### src/rtl/bsz_pkg.sv
package bsz_pkg;
  localparam int OPW  = 64;
  localparam int CNTW = $clog2(OPW) + 1;

  typedef enum logic [1:0] {
    SZ_16  = 2'b00,
    SZ_32  = 2'b01,
    SZ_64  = 2'b10,
    SZ_64B = 2'b11
  } size_sel_e;

  function automatic logic [CNTW-1:0] width_of(input logic [1:0] sel);
    case (sel)
      SZ_16:   width_of = CNTW'(16);
      SZ_32:   width_of = CNTW'(32);
      default: width_of = CNTW'(OPW);
    endcase
  endfunction
endpackage

### src/rtl/bsz_size_mask.sv
module bsz_size_mask #(
  parameter int W  = 64,
  parameter int CW = $clog2(W) + 1
) (
  input  logic [CW-1:0] width,
  output logic [W-1:0]  mask
);
  for (genvar i = 0; i < W; i++) begin : g_bit
    assign mask[i] = (CW'(i) < width);
  end
endmodule

### src/rtl/bsz_lead_cnt.sv
module bsz_lead_cnt #(
  parameter int W  = 64,
  parameter int CW = $clog2(W) + 1
) (
  input  logic [W-1:0]  x,
  output logic [CW-1:0] cnt
);
  always_comb begin
    cnt = CW'(W);
    for (int i = 0; i < W; i++) begin
      if (x[i]) cnt = CW'(W - 1 - i);
    end
  end
endmodule

### src/rtl/bsz_trail_cnt.sv
module bsz_trail_cnt #(
  parameter int W  = 64,
  parameter int CW = $clog2(W) + 1
) (
  input  logic [W-1:0]  x,
  output logic [CW-1:0] cnt
);
  always_comb begin
    cnt = CW'(W);
    for (int i = W - 1; i >= 0; i--) begin
      if (x[i]) cnt = CW'(i);
    end
  end
endmodule

### src/rtl/bitscan_unit.sv
module bitscan_unit
  import bsz_pkg::*;
(
  input  logic           clk,
  input  logic           rst,
  input  logic           in_valid,
  input  logic [OPW-1:0] in_operand,
  input  logic [OPW-1:0] in_prior,
  input  logic [1:0]     in_size,
  input  logic           in_reverse,
  input  logic           in_count,
  input  logic           lzc_en,
  input  logic           tzc_en,
  output logic           out_valid,
  output logic [OPW-1:0] out_result,
  output logic           out_cf,
  output logic           out_cf_def,
  output logic           out_zf,
  output logic           out_zf_def
);
  logic [CNTW-1:0] width;
  logic [OPW-1:0]  mask, masked, padded;
  logic [CNTW-1:0] lz_full, tz_pad, tz_raw;
  logic            op_zero, use_count;
  logic [OPW-1:0]  nxt_result;
  logic [CNTW-1:0] cnt_val;

  assign width   = width_of(in_size);

  bsz_size_mask #(.W(OPW), .CW(CNTW)) u_mask (.width(width), .mask(mask));

  assign masked  = in_operand & mask;
  assign padded  = masked | ~mask;
  assign op_zero = (masked == '0);

  bsz_lead_cnt  #(.W(OPW), .CW(CNTW)) u_lead  (.x(masked), .cnt(lz_full));
  bsz_trail_cnt #(.W(OPW), .CW(CNTW)) u_trpad (.x(padded), .cnt(tz_pad));
  bsz_trail_cnt #(.W(OPW), .CW(CNTW)) u_trraw (.x(masked), .cnt(tz_raw));

  assign use_count = in_count && (in_reverse ? lzc_en : tzc_en);

  always_comb begin
    cnt_val = in_reverse ? (lz_full + width - CNTW'(OPW)) : tz_pad;
    if (use_count) begin
      nxt_result = OPW'(cnt_val);
    end else if (op_zero) begin
      nxt_result = in_prior;
    end else if (in_reverse) begin
      nxt_result = OPW'(CNTW'(OPW - 1) - lz_full);
    end else begin
      nxt_result = OPW'(tz_raw);
    end
  end

  always_ff @(posedge clk) begin
    if (rst) begin
      out_valid  <= 1'b0;
      out_result <= '0;
      out_cf     <= 1'b0;
      out_cf_def <= 1'b0;
      out_zf     <= 1'b0;
      out_zf_def <= 1'b0;
    end else begin
      out_valid <= in_valid;
      if (in_valid) begin
        out_result <= nxt_result;
        out_zf_def <= 1'b1;
        out_cf_def <= use_count;
        out_cf     <= use_count && op_zero;
        out_zf     <= use_count ? (cnt_val == '0) : op_zero;
      end
    end
  end


  valid_follow_chk: assert property (@(posedge clk) disable iff (rst)
    in_valid |=> out_valid);

  valid_drop_chk: assert property (@(posedge clk) disable iff (rst)
    !in_valid |=> !out_valid);

  hold_chk: assert property (@(posedge clk) disable iff (rst)
    !in_valid |=> $stable(out_result) && $stable(out_zf) && $stable(out_cf));

  scan_keep_chk: assert property (@(posedge clk) disable iff (rst)
    (in_valid && !use_count && (masked == '0)) |=> (out_result == $past(in_prior)));

  scan_flag_chk: assert property (@(posedge clk) disable iff (rst)
    (out_valid && !out_cf_def) |-> (out_zf_def && !out_cf));

  count_flag_chk: assert property (@(posedge clk) disable iff (rst)
    (out_valid && out_cf_def && out_zf) |-> !out_cf);

  count_range_chk: assert property (@(posedge clk) disable iff (rst)
    (out_valid && out_cf_def) |-> (out_result <= OPW'(OPW)));
endmodule

### config.mk
export PLATFORM = sky130hd
export DESIGN_NAME = bitscan_unit
export DESIGN_NICKNAME = d
export VERILOG_FILES = /design/src/rtl/bsz_pkg.sv /design/src/rtl/bsz_size_mask.sv /design/src/rtl/bsz_lead_cnt.sv /design/src/rtl/bsz_trail_cnt.sv /design/src/rtl/bitscan_unit.sv
export SDC_FILE = /design/constraint.sdc
export NUM_CORES = 1
export LEC_CHECK = 0
export BUFFER_PORTS_ARGS = -buffer_cell sky130_fd_sc_hd__buf_2
export CAP_MARGIN = 20
export CORE_ASPECT_RATIO = 1.25
export CORE_UTILIZATION = 44
export CTS_CLUSTER_SIZE = 10
export DETAILED_ROUTE_END_ITERATION = 8
export GPL_TIMING_DRIVEN = 0
export HOLD_SLACK_MARGIN = 0.03
export PLACE_DENSITY = 0.89
export SLEW_MARGIN = 20
export SYNTH_ARGS = -nofsm -noshare
export SYNTH_HDL_FRONTEND = slang
export SYNTH_SLANG_ARGS = --single-unit
### constraint.sdc
create_clock -name clk -period 3.6 [get_ports clk]
set_input_delay 0.54 -clock clk [delete_from_list [all_inputs] [get_ports clk]]
set_output_delay 0.54 -clock clk [all_outputs]
set_load 0.02 [all_outputs]
==> results.json <==
{
  "hold_violations": 0,
  "tns_ns": 0,
  "netlist_instances": 673,
  "htreeDepth": 3,
  "synth.area.top_cells": "dfxtp_1 (28%), nor2_1 (10%), a22oi_1 (8.8%)",
  "tritoncts": "built",
  "min_path_type": "in2reg",
  "drt_iter0_drc": 363,
  "yosysSeqAreaShare_pct": 28.5,
  "io-pin-count": 206,
  "reg2reg_to": "out_result[3]$_SDFFE_PP0P_",
  "root_buffer": "clkbuf_16",
  "postPlaceCellArea_um2": 6040,
  "power.density_nw_per_um2": 334,
  "totalWireLength_um": 16900,
  "cts_buffers": 9,
  "tightest_slew_ns": 0.680,
  "min_from": "in_prior[20]",
  "drive_gt1_share_pct": 29.0,
  "timing.hold.ws_ns": 0.435,
  "ys.warnings.count": 0,
  "critPathKind": "in2reg",
  "crit_required_ns": 3.87,
  "grt_pass1_vias": 5631,
  "crit_arrival_ns": 3.70,
  "r2r_cells": 4,
  "synthDistinctLibCells": 72,
  "synth_edf_count": 0,
  "detailedPlace.worstSlack_ns": -0.376,
  "yosys_most_used_dff": "dfxtp_1",
  "r2r_start": "out_result[3]$_SDFFE_PP0P_",
  "slew_viol_final": 0,
  "netlist.area_leader.share_pct": 28.5,
  "die_w_um": 95.9,
  "rows": 42,
  "ant_nets": 0,
  "r2r_setup_slack_ns": 2.70,
  "place_hpwl_um": 13200,
  "path_max_fanout": 6,
  "yosys.area.top_type": "dfxtp_1",
  "min_path_cells": 3,
  "period_minus_slack_ns": 3.42,
  "wl_per_cell_um": 16.5,
  "gp_congestion": 0.964,
  "core-area_um2": 10700,
  "initial_utilization_pct": 45.4,
  "final_area_um2": 6400,
  "drt-vias-per-instance": 5.94,
  "timing.final.ws_setup_ns": 0.176,
  "relSlewSlack_pct": 53.5,
  "first_pass_iters": 5,
  "dp.cells": 1004,
  "via_count": 6075,
  "syn_nets": 814,
  "insertedDiodeCount": 0,
  "hold_buffers": 0,
  "nets": 1027,
  "fp.dieArea_um2": 11400,
  "whs_endpoint": "out_result[20]$_SDFFE_PP0P_",
  "die_h_um": 119,
  "max_freq_ghz": 0.292,
  "insertion_delay_ns": 0.33,
  "status": "complete, no violations",
  "ys_ff_latch": 69,
  "startpoint_type": "input port",
  "clockBufferDepth": 2,
  "p_leak_nw": 2.76,
  "grt_use_total_pct": 28.9,
  "async_reset_ff_share_pct": 0,
  "grt_first_pass_wirelength_um": 26100,
  "port_buffers": 199,
  "cap_violations": 0,
  "avgSynthCellArea_um2": 7.20,
  "antenna_found_initial": 0,
  "peakVddDrop_mv": 0.258,
  "skew_ns": 0,
  "setup_violations": 0,
  "syn_area_um2": 4850,
  "grt_max_degree": 13,
  "syn2layout_area_growth_pct": 32.0,
  "drc_errors": 0,
  "cts_sinks": 69,
  "overflow": 0,
  "power_mw": 2.13,
  "fin_cells": 1022,
  "worst_setup_hold_path_clk_slew_ns": 0.06,
  "end_kind": "flop",
  "post-route-period-util_pct": 95.1,
  "final_util_pct": 60.0
}
[placed cells by master, fill, tap and decap left out, types with 5 or more instances in the layout]
cell         n
o221ai_1     8
a21oi_1     55
nand3_1     10
dfxtp_1     69
o31ai_1     10
nor2b_1      8
nand2b_1     7
inv_1       27
o22ai_1      8
clkbuf_16    9
o21ai_0     29
nand2_1     42
a31oi_1      8
a211oi_1     7
buf_4        6
o311ai_0     5
nor3_1      25
clkbuf_1    23
buf_2      202
a22oi_1     57
or4_1        6
buf_6        9
nor4_1      21
nor2_1     132
[per-layer routing]
metal	routed length [um]	GRT usage, %
met5	0	0
met3	1170	6.13
met4	712	14.7
met2	8400	50.9
met1	6580	31.9
[synthesized netlist by cell type (all sizes together) (8+ instances only)]
| cell | n |
|---|---|
| a21oi | 57 |
| a22oi | 58 |
| a31oi | 8 |
| buf | 12 |
| clkbuf | 28 |
| dfxtp | 69 |
| inv | 27 |
| nand2 | 42 |
| nand3 | 10 |
| nor2 | 135 |
| nor2b | 8 |
| nor3 | 26 |
| nor4 | 26 |
| o21ai | 30 |
| o221ai | 8 |
| o22ai | 8 |
| o31ai | 10 |
[logic make-up after synthesis]
kind of cell,synth area share [%]
AND/OR/NAND/NOR,28.6
AO/OA/AOI/OAI,34.3
flip-flops,28.5
buffers and inverters,6.74
adder cells (fa/ha/maj),1.03
XOR/XNOR,0.542
multiplexers,0.232
[repair_timing]
| action | in CTS | in global routing |
|---|---|---|
| pin swaps | 1 | 9 |
| resized for setup | 0 | 7 |
| setup buffers | 0 | 6 |
| endpoints found under the setup margin | 2 | 2 |
[worst max-delay path by stage]
stage / slack, ns / from / cells past startpoint / to
floorplan: 0.01 / in_size[0] / 17 / out_zf$_SDFFE_PP0P_
global placement: -0.37 / in_size[0] / 18 / out_zf$_SDFFE_PP0P_
detailed placement: -0.38 / in_size[0] / 18 / out_zf$_SDFFE_PP0P_
CTS: 0.04 / in_size[0] / 17 / out_zf$_SDFFE_PP0P_
global route: -0.01 / in_size[1] / 16 / out_zf$_SDFFE_PP0P_
finish: 0.18 / in_size[1] / 16 / out_zf$_SDFFE_PP0P_
[registers in the layout, indices dropped and copies added, names as in the netlist]
| signal | flops |
|---|---|
| out_valid | 1 |
| out_zf | 1 |
| out_cf | 1 |
| out_result | 64 |
| out_zf_def | 1 |
| out_cf_def | 1 |
[where the power goes]
part	switching, mW	internal, mW	total (mW)
logic	0.264	0.166	0.430
registers	0.00364	0.771	0.775
clock network	0.327	0.603	0.930
total	0.595	1.54	2.13
[cell type report]
| type | count | area [um2] |
|---|---|---|
| fillers | 988 | 4270 |
| multi-input cells | 536 | 3170 |
| flip-flops and latches | 69 | 1380 |
| repair buffers | 205 | 1040 |
| clock buffers | 9 | 225 |
| plain buffers | 37 | 223 |
| well taps | 132 | 165 |
| inverters | 28 | 105 |
| clock inverters | 6 | 87.6 |
[critical path: stages]
cell	delay [ns]
buf_2	0.11
or2_4	0.27
buf_8	0.14
ha_4	0.28
nor2_2	0.06
or3_4	0.43
or2_4	0.27
nor2_4	0.10
ha_1	0.23
ha_2	0.17
xor2_1	0.15
xnor2_1	0.24
xnor2_1	0.16
nor2_1	0.09
nor4_1	0.26
a41o_1	0.20
Power figures use the tool's default switching activity.
